===== src/rtl/sdio_irq_pkg.sv =====
package sdio_irq_pkg;

    // Bit positions that software relies on
    localparam int STS_IRQ_BIT  = 0;
    localparam int EN_IRQ_BIT   = 0;
    localparam int LVL_DAT1_BIT = 0;
    localparam int LVL_PER_BIT  = 1;

    typedef enum logic [1:0] {
        EDGE_NONE = 2'd0,
        EDGE_FALL = 2'd1,
        EDGE_RISE = 2'd2
    } line_edge_t;

    typedef struct packed {
        logic pending;
        logic enable;
    } irq_state_t;

    function automatic line_edge_t classify_edge(logic prev_lvl, logic cur_lvl);
        if (prev_lvl && !cur_lvl)
            return EDGE_FALL;
        else if (!prev_lvl && cur_lvl)
            return EDGE_RISE;
        return EDGE_NONE;
    endfunction

    function automatic logic next_pending(logic cur, logic set_hit, logic clr_hit);
        // a new event wins over a clear in the same cycle
        if (set_hit)
            return 1'b1;
        if (clr_hit)
            return 1'b0;
        return cur;
    endfunction

endpackage


===== src/rtl/sdio_dat1_sync.sv =====
module sdio_dat1_sync
    import sdio_irq_pkg::*;
#(
    parameter int STAGES = 2
) (
    input  logic       clk,
    input  logic       rst,
    input  logic       pin,
    output logic       level,
    output line_edge_t edge_kind
);
    localparam int LAST = STAGES - 1;

    logic [LAST:0] chain;
    logic          prev_lvl;

    genvar g;
    generate
        for (g = 0; g <= LAST; g++) begin : g_stage
            if (g == 0) begin : g_first
                always_ff @(posedge clk) begin
                    if (rst) chain[0] <= 1'b1;
                    else     chain[0] <= pin;
                end
            end else begin : g_next
                always_ff @(posedge clk) begin
                    if (rst) chain[g] <= 1'b1;
                    else     chain[g] <= chain[g-1];
                end
            end
        end
    endgenerate

    always_ff @(posedge clk) begin
        if (rst) prev_lvl <= 1'b1;
        else     prev_lvl <= chain[LAST];
    end

    assign level     = chain[LAST];
    assign edge_kind = classify_edge(prev_lvl, chain[LAST]);

    // a rise is only reported after the synchronized line was low
    a_r4_rise_after_low: assert property (@(posedge clk) disable iff (rst)
        (edge_kind == EDGE_RISE) |-> $past(level) == 1'b0);

endmodule


===== src/rtl/sdio_irq_status.sv =====
module sdio_irq_status
    import sdio_irq_pkg::*;
(
    input  logic       clk,
    input  logic       rst,
    input  line_edge_t edge_kind,
    input  logic       period,
    input  logic       clr_hit,
    input  logic       en_we,
    input  logic       en_bit,
    output irq_state_t state
);
    logic set_hit;

    assign set_hit = (edge_kind == EDGE_FALL) && period && state.enable;

    always_ff @(posedge clk) begin
        if (rst) begin
            state <= '0;
        end else begin
            state.pending <= next_pending(state.pending, set_hit, clr_hit);
            if (en_we)
                state.enable <= en_bit;
        end
    end

    // the status bit rises only after a qualified falling edge
    a_r3_set_needs_fall: assert property (@(posedge clk) disable iff (rst)
        $rose(state.pending) |-> $past(edge_kind == EDGE_FALL && period && state.enable));

    // no latch while the qualifier is low
    a_r5_no_set_outside_period: assert property (@(posedge clk) disable iff (rst)
        !period |=> !$rose(state.pending));

    // no latch while disabled
    a_r6_no_set_disabled: assert property (@(posedge clk) disable iff (rst)
        !state.enable |=> !$rose(state.pending));

    // a clear without a competing event empties the status
    a_r7_clear_works: assert property (@(posedge clk) disable iff (rst)
        (clr_hit && !(edge_kind == EDGE_FALL && period && state.enable)) |=> !state.pending);

    // an event in the clear cycle keeps the status set
    a_r8_set_beats_clear: assert property (@(posedge clk) disable iff (rst)
        (clr_hit && edge_kind == EDGE_FALL && period && state.enable) |=> state.pending);

endmodule


===== src/rtl/sdio_irq_detect.sv =====
module sdio_irq_detect
    import sdio_irq_pkg::*;
#(
    parameter int DW          = 32,
    parameter int SYNC_STAGES = 2
) (
    input  logic          clk,
    input  logic          rst,
    input  logic          dat1_pin,
    input  logic          irq_period,
    input  logic          sts_we,
    input  logic [DW-1:0] sts_wdata,
    input  logic          en_we,
    input  logic [DW-1:0] en_wdata,
    output logic [DW-1:0] sts_rd,
    output logic [DW-1:0] en_rd,
    output logic [DW-1:0] lvl_rd,
    output logic          irq_req
);
    logic       dat1_lvl;
    line_edge_t dat1_edge;
    irq_state_t st;
    logic       clr_hit;

    sdio_dat1_sync #(.STAGES(SYNC_STAGES)) u_sync (
        .clk       (clk),
        .rst       (rst),
        .pin       (dat1_pin),
        .level     (dat1_lvl),
        .edge_kind (dat1_edge)
    );

    assign clr_hit = sts_we && sts_wdata[STS_IRQ_BIT];

    sdio_irq_status u_status (
        .clk       (clk),
        .rst       (rst),
        .edge_kind (dat1_edge),
        .period    (irq_period),
        .clr_hit   (clr_hit),
        .en_we     (en_we),
        .en_bit    (en_wdata[EN_IRQ_BIT]),
        .state     (st)
    );

    always_comb begin
        sts_rd               = '0;
        sts_rd[STS_IRQ_BIT]  = st.pending;
        en_rd                = '0;
        en_rd[EN_IRQ_BIT]    = st.enable;
        lvl_rd               = '0;
        lvl_rd[LVL_DAT1_BIT] = dat1_lvl;
        lvl_rd[LVL_PER_BIT]  = irq_period;
    end

    assign irq_req = st.pending && st.enable;

    // masking the enable removes the request on the next cycle
    a_r10_mask_drops_req: assert property (@(posedge clk) disable iff (rst)
        (en_we && !en_wdata[EN_IRQ_BIT]) |=> !irq_req);

endmodule


===== config.mk =====
export PLATFORM = sky130hd
export DESIGN_NAME = sdio_irq_detect
export DESIGN_NICKNAME = d
export VERILOG_FILES = /design/src/rtl/sdio_irq_pkg.sv /design/src/rtl/sdio_dat1_sync.sv /design/src/rtl/sdio_irq_status.sv /design/src/rtl/sdio_irq_detect.sv
export SDC_FILE = /design/constraint.sdc
export NUM_CORES = 1
export LEC_CHECK = 0
export BUFFER_PORTS_ARGS = -buffer_cell sky130_fd_sc_hd__buf_4
export CAP_MARGIN = 0
export CORE_AREA = 3 3 64 66
export CTS_BUF_LIST = sky130_fd_sc_hd__clkbuf_2
export CTS_CLUSTER_SIZE = 28
export DETAILED_ROUTE_END_ITERATION = 12
export DIE_AREA = 0 0 67 69
export PLACE_DENSITY_LB_ADDON = 0.2
export SLEW_MARGIN = 20
export SYNTH_ARGS = -nofsm -noshare
export SYNTH_HDL_FRONTEND = slang
export SYNTH_SLANG_ARGS = --single-unit
export TNS_END_PERCENT = 20

===== constraint.sdc =====
create_clock -name clk -period 1.35 [get_ports clk]
set_input_delay 0.135 -clock clk [delete_from_list [all_inputs] [get_ports clk]]
set_output_delay 0.135 -clock clk [all_outputs]
set_load 0.01 [all_outputs]

# Word level (Yosys, flattened, before mapping)
# Cells that the tools add are included.
# W data, S select, Z words.
word_totals:
  ff_bits: 5
  input_bits: 70
  output_inout_bits: 97
op_classes:
  eq_ne: 1
  muxes: 14
  n_reduce_logical: 9
op_table:
  columns: ["operator", "count"]
  rows:
  - ["$mux W1", 11]
  - ["$logic_and A1 B1 Y1", 6]
  - ["$mux W2", 3]
  - ["$eq A2 B1 Y1 const B", 1]
  - ["$logic_not A1 Y1", 2]
  - ["$reduce_bool A2 Y1", 1]

# Logic depth before layout (Yosys ltp)
# Gate-level depths: netlist (run 1).
depth:
  depth_word: 14
  depth_mapped: 2
  ltp_nobuf: 2

# Hierarchy
# A second synthesis (run 1) with hierarchy kept.
hier_totals:
  cells_unflattened: 112
  area_unflattened_um2: 888.4
modules_own_cells:
  columns: ["module", "instances", "cells_per_inst", "area_per_inst_um2"]
  rows:
  - ["sdio_irq_detect", 1, 97, 721.9]
  - ["sdio_dat1_sync", 1, 8, 92.6]
  - ["sdio_irq_status", 1, 7, 73.8]

# Worst setup path after synthesis (run 1)
# OpenSTA, ideal clock, no wires.
synth_path:
  path_kind: "register -> register"
  from: "register u_status.state[1] (netlist name)"
  to: "register u_status.state[1] (netlist bit)"
  t_arrival_ps: 688
  required_ps: 1284
  slack_ps: 596
  stages_incl_launch_ff: 3
  synth_period_minus_slack_ps: 754
  cell_sequence: "dfxtp_1 > a21bo_1 > a21oi_2"
synth_rtl:
  columns: ["element", "line_no", "text"]
  rows:
  - ["to (decl)", "sdio_irq_status.sv:11", "output irq_state_t state"]

# Worst setup path after layout (run 1)
layout_path:
  from: "register u_status.state[0] (netlist bit)"
  to: "output irq_req"
layout_via:
  elab_chain_len: 1
layout_rtl:
  columns: ["element", "line_no", "text"]
  rows:
  - ["$logic_and A1 B1 Y1", "sdio_irq_detect.sv:56", "assign irq_req = st.pending && st.enable;"]
  - ["to (decl)", "sdio_irq_detect.sv:18", "output logic irq_req"]
# No other way between the ends.

==> results.sh, run 1 <==
export IMPL_status="complete, no violations"
export IMPL_numCtsBuffers=3
export IMPL_grt_first_pass_wirelength_um=1104
export IMPL_cap_viol_max_count=0
export IMPL_io_pins=167
export IMPL_cts_max_level=1
export IMPL_worstSetupPathType="reg -> out"
export IMPL_synth_edff_count=0
export IMPL_area_growth_pct=-22.11
export IMPL_dp_cells=166
export IMPL_first_pass_iters=2
export IMPL_max_clock_path_buffers=2
export IMPL_dieHeight_um=69
export IMPL_viasPerCell=2.265
export IMPL_async_reset_ff_share_pct=0
export IMPL_required_ns=1.22
export IMPL_rrSetupSlack_ns=0.60
export IMPL_io_buffer_count=12
export IMPL_cts_hold_buf=0
export IMPL_die_area_um2=4623
export IMPL_final_nets=193
export IMPL_fin_worst_skew_ns=0.002228
export IMPL_grt_pass1_vias=221
export IMPL_std_cell_rows=22
export IMPL_hold_start="dat1_pin"
export IMPL_whs_endpoint="u_sync.chain[0]"
export IMPL_grt_use_total_pct=3.482
export IMPL_placed_cell_area_um2=663.1
export IMPL_ant_nets=0
export IMPL_antenna_cells=0
export IMPL_slew_viol_final=0
export IMPL_worst_skew_pair_late_latency_ns=0.21
export IMPL_syn_avg_cell_area_um2=8.047
export IMPL_rsz0062_at_grt="false"
export IMPL_syn_inst=109
export IMPL_max_freq_mhz=1004
export IMPL_finalSetupViolCount=0
export IMPL_seqPwrFrac_pct=35.1
export IMPL_root_buffer="clkbuf_2"
export IMPL_stdcell_count=170
export IMPL_final_hold_violation_count=0
export IMPL_grt_ovfl_total=0
export IMPL_filler_cell_count=430
export IMPL_synthTopCellsByArea="buf_4, dfxtp_1, or2_2"
export IMPL_intPower_uw=254.6
export IMPL_drcViolationCount=0
export IMPL_cellPowerDensity_nw_per_um2=653.2
export IMPL_yosys_warnings=0
export IMPL_cts_sinks=5
export IMPL_grt_max_degree=6
export IMPL_hpwlAfterDp_um=952.1
export IMPL_p_leak_nw=0.4371
export IMPL_r2r_cells=2
export IMPL_ir_worst_vdd_v=0.0003463
export IMPL_synthDistinctLibCells=10
export IMPL_drt_iter0_drc=2
export IMPL_netlist_area_leader_share_pct=80.46
export IMPL_p_comb_share_pct=34.0
export IMPL_wl_per_cell_um=5.929
export IMPL_switching_share_pct=42.93
export IMPL_synth_most_common_cell="buf_4"
export IMPL_seq_area_frac_synth_pct=11.41
export IMPL_cp_max_fo=4
export IMPL_fin_area_um2=683.2
export IMPL_worst_hold_path_num_cells=2
export IMPL_cts_tree="built"
export IMPL_worst_hold_slack_ns=0.1041
export IMPL_power_frac_clock_pct=30.9
export IMPL_fin_crit_sh_pct=73.81
export IMPL_place_congestion=0.5907
export IMPL_setup_worst_path_start_class="flip-flop"
export IMPL_layout_drive_gt1_share_pct=17.21
export IMPL_die_w_um=67
export IMPL_post_cts_resized=0
export IMPL_vias=385
export IMPL_final_min_clock_period_ns=0.9964
export IMPL_p_sw_uw=191.6
export IMPL_synthFlopType="dfxtp_1"
export IMPL_ys_ff_latch=5
export IMPL_syn_cell_area_um2=877.1
export IMPL_yosysTopAreaCell="buf_4"
export IMPL_r2r_start="u_status.state[1]"
export IMPL_fp_coreArea_um2=3633
export IMPL_worstSetupEndpointType="primary output"
export IMPL_hold_class="in -> reg"
export IMPL_clkTransAtPathRegs_ns=0.06
export IMPL_antenna_found_initial=0
export IMPL_initial_core_util_pct=24.14
export IMPL_fin_tns_setup_ns=0
export IMPL_drt_wl_total_um=1008
export IMPL_critPathArrivalTime_ns=0.86
export IMPL_cts_setup_buffers=0
export IMPL_synth_common_cells="buf_4, dfxtp_1, or2_2"
export IMPL_r2r_end="u_status.state[1]"
## worst max-delay path by stage
stage | startpoint | endpoint | slack (ns) | depth (start not counted)
after global routing | u_status.state[0] | irq_req | 0.30 | 2
after global placement | u_status.state[0] | irq_req | 0.60 | 2
after floorplan | u_status.state[1] | u_status.state[1] | 0.60 | 2
after detailed placement | u_status.state[1] | irq_req | 0.59 | 2
after CTS | u_status.state[1] | irq_req | 0.32 | 2
final | u_status.state[0] | irq_req | 0.35 | 2
## layer usage
metal	part of all wire, %	wire length (µm)	global-route usage (%)	vias to the layer above
met2	47	472	5.131	59
met5	0	0	0	-
met3	29	295	4.072	0
met1	24	241	2.552	155
li1	-	-	-	171
met4	0	0	2.027	0
## power by group through the flow
stage / Sequential (mW) / Combinational (mW) / Clock (mW)
2_1_floorplan: 0.160 / 0.320 / 0
5_1_grt: 0.157 / 0.171 / 0.158
3_5_place_dp: 0.160 / 0.145 / 0
4_1_cts: 0.156 / 0.145 / 0.151
6_report: 0.156 / 0.152 / 0.138
3_3_place_gp: 0.159 / 0.145 / 0
## sequential cells by signal, summed over array words and instances (netlist names)
name,count
u_sync.level,1
u_status.state,2
u_sync.prev_lvl,1
u_sync.chain,1
## layout make-up
class,instances,area [µm²],share of cell area (%)
Multi-Input combinational cell,101,412.9,60.44
Sequential cell,5,100.1,14.65
Timing Repair Buffer,12,90.09,13.19
Tap cell,48,60.06,8.791
Clock buffer,4,20.02,2.930
## metrics by stage
stage | power [mW] | util (%) | worst slack, ns
CTS | 0.4522 | 18.80 | 0.3249
detailed placement | 0.3048 | 18.25 | 0.5857
finish | 0.4462 | 18.80 | 0.3536
global route | 0.4862 | 18.80 | 0.2958
floorplan | 0.4797 | - | 0.5959
global placement | 0.3038 | 18.25 | 0.5956
## worst max-delay path, stage by stage (launching register included)
cell	delay (ns)
dfxtp_1	0.34
and2_2	0.17
buf_4	0.14
## cell families (layout without fill, tap and decap cells)
logic type,Yosys count,after routing,share of synthesized area [%]
compound gates,2,2,2.140
other cells,1,92,0.4275
flops,5,5,11.41
simple gates,6,6,4.423
buf+inv,94,16,80.46
mux,1,1,1.141
## cells in the final DEF (no fill, tap or decap)
cell      netlist  layout
a21bo_1         1       1
a21oi_2         1       1
and2_2          1       1
buf_4          94      12
clkbuf_2        0       4
conb_1          1      92
dfxtp_1         5       5
mux2i_1         1       1
nand4b_1        1       1
nor2_1          1       1
or2_2           3       3
Note: power is estimated with default switching activity, not from simulation.
==> run 2, diff against run 1 <==
- clock period: 1.35 -> 1 ns (I/O delays scaled with it)
==> run 2 against run 1 <==
Against the previous run: clock skew unchanged; first-iteration DRC count unchanged; sequential power increased by 36%; global-route usage unchanged; setup slack got worse by 0.29 ns; via count unchanged; power increased by 35%; sequential share of layout area increased by 0.23 points; critical endpoint unchanged.
==> results.sh, run 2 (synthesized netlist as in run 1, its figures left out) <==
export IMPL_cts_sinks=5
export IMPL_drcViolationCount=0
export IMPL_max_clock_path_buffers=2
export IMPL_cts_max_level=1
export IMPL_grt_use_total_pct=3.482
export IMPL_crit_path_max_incr_delay_ns=0.32
export IMPL_clkTransAtPathRegs_ns=0.06
export IMPL_final_nets=193
export IMPL_worst_skew_pair_late_latency_ns=0.21
export IMPL_die_area_um2=4623
export IMPL_viasPerCell=2.265
export IMPL_io_buffer_count=12
export IMPL_final_common_cell="conb_1"
export IMPL_ir_worst_vdd_v=0.0004675
export IMPL_vias=385
export IMPL_fin_tns_setup_ns=0
export IMPL_max_freq_mhz=1066
export IMPL_cts_tree="built"
export IMPL_required_ns=0.90
export IMPL_dieHeight_um=69
export IMPL_critPathArrivalTime_ns=0.84
export IMPL_worstSetupPathType="reg -> out"
export IMPL_status="complete, no violations"
export IMPL_grt_pass1_vias=221
export IMPL_p_leak_nw=0.4387
export IMPL_fp_coreArea_um2=3633
export IMPL_final_min_clock_period_ns=0.9380
export IMPL_setup_worst_path_start_class="flip-flop"
export IMPL_rsz0062_at_grt="false"
export IMPL_initial_core_util_pct=24.14
export IMPL_crit_chain="and2_2 > buf_6"
export IMPL_cellPowerDensity_nw_per_um2=874.7
export IMPL_grt_first_pass_wirelength_um=1104
export IMPL_worst_hold_slack_ns=0.06391
export IMPL_drt_wl_total_um=1007
export IMPL_area_growth_pct=-21.40
export IMPL_die_w_um=67
export IMPL_root_buffer="clkbuf_2"
export IMPL_final_hold_violation_count=0
export IMPL_antenna_cells=0
export IMPL_layout_drive_gt1_share_pct=18.85
export IMPL_hold_class="in -> reg"
export IMPL_cp_max_fo=3
export IMPL_grt_ovfl_total=0
export IMPL_ant_nets=0
export IMPL_std_cell_rows=22
export IMPL_cts_setup_buffers=0
export IMPL_wl_per_cell_um=5.924
export IMPL_antenna_found_initial=0
export IMPL_finalSetupViolCount=0
export IMPL_place_congestion=0.5907
export IMPL_cap_viol_max_count=0
export IMPL_slew_viol_final=0
export IMPL_numCtsBuffers=3
export IMPL_worstSetupEndpointType="primary output"
export IMPL_grt_max_degree=6
export IMPL_layout_common_cells="conb_1, buf_4, clkbuf_2"
export IMPL_drt_iter0_drc=2
export IMPL_first_pass_iters=2
export IMPL_largest_register_ffs=2
export IMPL_io_pins=167
export IMPL_critPathSlowestCell="dfxtp_2"
export IMPL_fin_crit_sh_pct=93.80
export IMPL_filler_cell_count=430
export IMPL_top_register="u_status.state"
export IMPL_fin_worst_skew_ns=0.002228
export IMPL_hpwlAfterDp_um=952.1
==> run 2: cell types whose count changed in the layout (fill, tap and decap cells not counted) <==
cell and delta:
dfxtp_1 -2, buf_6 +1, buf_4 -1, dfxtp_2 +2
==> run 2: final timing paths <==
check | startpoint | to | slack [ns] | cells after the start
max | u_status.state[1] | irq_req | 0.06 | 2
max reg2reg | u_status.state[1] | u_status.state[1] | 0.27 | 2
min | rst | u_status.state[1] | 0.06 | 2
min reg2reg | u_sync.chain[0] | u_sync.level | 0.41 | 1
==> run 2: metrics by stage <==
stage,instances,worst slack [ns],power [mW],area (µm²),utilization [%]
global placement,166,0.2800,0.4102,663.1,18.25
finish,170,0.06200,0.6030,689.4,18.97
global route,170,0.01013,0.6570,689.4,18.97
detailed placement,166,0.2443,0.4114,663.1,18.25
floorplan,200,0.2459,0.6476,1219,-
CTS,170,0.009928,0.6105,683.2,18.80
==> run 2: where the power goes <==
| part | switching (mW) | leakage, nW | internal [mW] | total [mW] |
|---|---|---|---|---|
| Clock | 0.0806 | 0.0166 | 0.106 | 0.186 |
| Combinational | 0.174 | 0.380 | 0.0310 | 0.205 |
| Sequential | 0.00421 | 0.0420 | 0.208 | 0.212 |
| Total | 0.259 | 0.439 | 0.344 | 0.603 |
==> run 2: timing repair <==
item                                    in CTS  in global routing
endpoints found under the hold margin        0                  0
hold buffers                                 0                  0
endpoints found under the setup margin       0                  1
resized for setup                            0                  3
==> run 2: critical path: cells and delay by family, from the launching register on <==
kind / cells / cell delay, ns
buffers and inverters: 1 / 0.11
AND/OR/NAND/NOR: 1 / 0.19
flip-flops: 1 / 0.32
==> run 2: cell type report <==
class	instances	area, µm²	share of cell area, %
well taps	48	60.06	8.711
repair buffers	12	93.84	13.61
flip-flops and latches	5	102.6	14.88
multi-input cells	101	412.9	59.89
clock buffers	4	20.02	2.904
==> run 2: routing by layer <==
metal / track usage [%] / vias up / wire, µm
li1: - / 171 / -
met1: 2.552 / 155 / 241
met2: 5.131 / 59 / 472
met3: 4.072 / 0 / 293
met4: 2.027 / 0 / 0
met5: 0 / - / 0
==> run 3, diff against run 2 <==
- ABC_AREA: unset -> 1
- CORE_AREA: 3 3 64 66 -> 3 3 63 65
- DIE_AREA: 0 0 67 69 -> 0 0 66 68
==> run 3 against run 2 <==
Against the previous run: synthesized area is 1.0% higher; power up 2.0%; wire length rose by 3.2%; via count up 9.1%.
==> results.sh, run 3 <==
export IMPL_first_pass_iters=2
export IMPL_multiInputGateArea_um2=406.6
export IMPL_rsz0062_at_grt="false"
export IMPL_area_growth_pct=-22.03
export IMPL_filler_cell_count=386
export IMPL_grt_pass1_vias=263
export IMPL_fin_worst_skew_ns=0.0006739
export IMPL_seq_area_frac_synth_pct=11.30
export IMPL_drt_iter0_drc=1
export IMPL_ys_ff_latch=5
export IMPL_worst_skew_pair_late_latency_ns=0.22
export IMPL_io_buffer_count=12
export IMPL_cp_max_fo=4
export IMPL_layout_common_cells="conb_1, buf_4, nand2_1"
export IMPL_yosysTopAreaCell="buf_4"
export IMPL_cts_sinks=5
export IMPL_hold_class="in -> reg"
export IMPL_cap_viol_max_count=0
export IMPL_placed_cell_area_um2=669.4
export IMPL_final_hold_violation_count=0
export IMPL_vias=420
export IMPL_die_w_um=66
export IMPL_synthFlopType="dfxtp_1"
export IMPL_grt_max_degree=6
export IMPL_wl_per_cell_um=5.937
export IMPL_synth_common_cells="buf_4, dfxtp_1, nand2_1, inv_1, or2_1"
export IMPL_viasPerCell=2.400
export IMPL_initial_core_util_pct=26.14
export IMPL_fin_area_um2=690.7
export IMPL_synth_most_common_cell="buf_4"
export IMPL_place_congestion=0.5699
export IMPL_antenna_found_initial=0
export IMPL_die_area_um2=4488
export IMPL_synthTopCellsByArea="buf_4, dfxtp_1, nand2_1"
export IMPL_grt_first_pass_wirelength_um=1097
export IMPL_async_reset_ff_share_pct=0
export IMPL_dieHeight_um=68
export IMPL_fin_tns_setup_ns=0
export IMPL_grt_use_total_pct=3.302
export IMPL_synthDistinctLibCells=9
export IMPL_clkTransAtPathRegs_ns=0.06
export IMPL_yosys_warnings=0
export IMPL_numCtsBuffers=3
export IMPL_r2r_cells=4
export IMPL_ant_nets=0
export IMPL_syn_cell_area_um2=885.9
export IMPL_max_freq_mhz=1129
export IMPL_cts_tree="built"
export IMPL_io_pins=167
export IMPL_syn_inst=116
export IMPL_std_cell_rows=21
export IMPL_antenna_cells=0
export IMPL_fp_coreArea_um2=3390
export IMPL_largest_register_ffs=2
export IMPL_worstSetupPathType="reg -> out"
export IMPL_netlist_area_leader_share_pct=79.66
export IMPL_setup_worst_path_start_class="flip-flop"
export IMPL_slew_viol_final=0
export IMPL_crit_chain="nand2_1 > inv_1 > buf_4"
export IMPL_root_buffer="clkbuf_2"
export IMPL_status="complete, no violations"
export IMPL_critPathSlowestCell="dfxtp_2"
export IMPL_drcViolationCount=0
export IMPL_r2r_end="u_status.state[1]"
export IMPL_cts_hold_buf=0
export IMPL_final_min_clock_period_ns=0.8855
export IMPL_crit_path_max_incr_delay_ns=0.35
export IMPL_finalSetupViolCount=0
export IMPL_cts_max_level=1
export IMPL_top_register="u_status.state"
export IMPL_finalWorstSetupSlack_ns=0.1145
export IMPL_final_nets=200
export IMPL_worst_hold_path_num_cells=2
export IMPL_cellPowerDensity_nw_per_um2=890.2
export IMPL_layout_drive_gt1_share_pct=13.95
export IMPL_fin_crit_sh_pct=88.55
export IMPL_syn_avg_cell_area_um2=7.637
export IMPL_synth_edff_count=0
export IMPL_dp_slack_ns=0.2873
export IMPL_hpwlAfterDp_um=985.2
export IMPL_worst_hold_slack_ns=0.05860
export IMPL_required_ns=0.90
export IMPL_critPathArrivalTime_ns=0.79
export IMPL_register_area_um2=101.3
export IMPL_r2r_start="u_status.state[0]"
export IMPL_rrSetupSlack_ns=0.33
export IMPL_hold_start="rst"
export IMPL_max_clock_path_buffers=2
export IMPL_grt_ovfl_total=0
export IMPL_p_leak_nw=0.4647
export IMPL_whs_endpoint="u_status.state[1]"
export IMPL_drt_wl_total_um=1039
export IMPL_worstSetupEndpointType="primary output"
export IMPL_final_common_cell="conb_1"
export IMPL_ir_worst_vdd_v=0.0004452
==> run 3: changes by cell type after synthesis <==
cell / before / now
or2_1: 0 / 3
or2_2: 3 / 0
nand2_1: 0 / 5
mux2i_1: 1 / 0
nor2_1: 1 / 2
a211oi_1: 0 / 1
inv_1: 0 / 4
a21bo_1: 1 / 0
nand4b_1: 1 / 0
and2_2: 1 / 0
==> run 3: metrics by stage <==
step                total power, mW  utilization, %  cells
floorplan                    0.6511               -    207
global placement             0.4153           19.75    171
detailed placement           0.4163           19.75    171
CTS                          0.6145           20.34    175
global route                 0.6643           20.38    175
finish                       0.6148           20.38    175
==> run 3: cell families (layout without fill, tap and decap cells) <==
group,after synthesis,in the layout,synth area share (%)
buffers and inverters,98,20,81.36
AND/OR/NAND/NOR,10,10,5.086
flip-flops,5,5,11.30
AO/OA/AOI/OAI,2,2,1.837
other,1,92,0.4233
==> run 3: routing by layer <==
layer | vias to the layer above | part of all wire [%] | GRT usage (%)
li1 | 186 | - | -
met1 | 172 | 25 | 3.122
met2 | 60 | 49 | 5.632
met3 | 2 | 24 | 1.149
met4 | 0 | 1.6 | 3.046
met5 | - | 0 | 0
==> run 3: final cells by class <==
class,count,area share [%]
repair buffers,12,13.04
well taps,46,8.333
multi-input cells,104,58.88
clock buffers,4,2.899
flip-flops and latches,5,14.67
inverters,4,2.174
==> run 3: worst max-delay path by stage <==
stage	startpoint	end
floorplan	u_status.state[0]	u_status.state[1]
global placement	u_status.state[0]	u_status.state[1]
detailed placement	u_status.state[0]	u_status.state[1]
CTS	u_status.state[0]	irq_req
global route	u_status.state[1]	irq_req
finish	u_status.state[0]	irq_req
==> run 3: timing repair <==
action / 4_1_cts / 5_1_grt
setup endpoints to repair: 0 / 1
setup buffers: 0 / 0
gates resized for setup: 0 / 1
==> run 3: power breakdown <==
part | internal [mW] | leakage, nW | switching, mW
Clock | 0.106 | 0.0166 | 0.0871
Combinational | 0.0314 | 0.407 | 0.177
Sequential | 0.208 | 0.0415 | 0.00488
==> run 3: worst max-delay path: cells and delay by family (launching register included) <==
| family | cells | cell delay, ns |
|---|---|---|
| flip-flops | 1 | 0.35 |
| AND/OR/NAND/NOR | 1 | 0.06 |
| buffers and inverters | 2 | 0.16 |
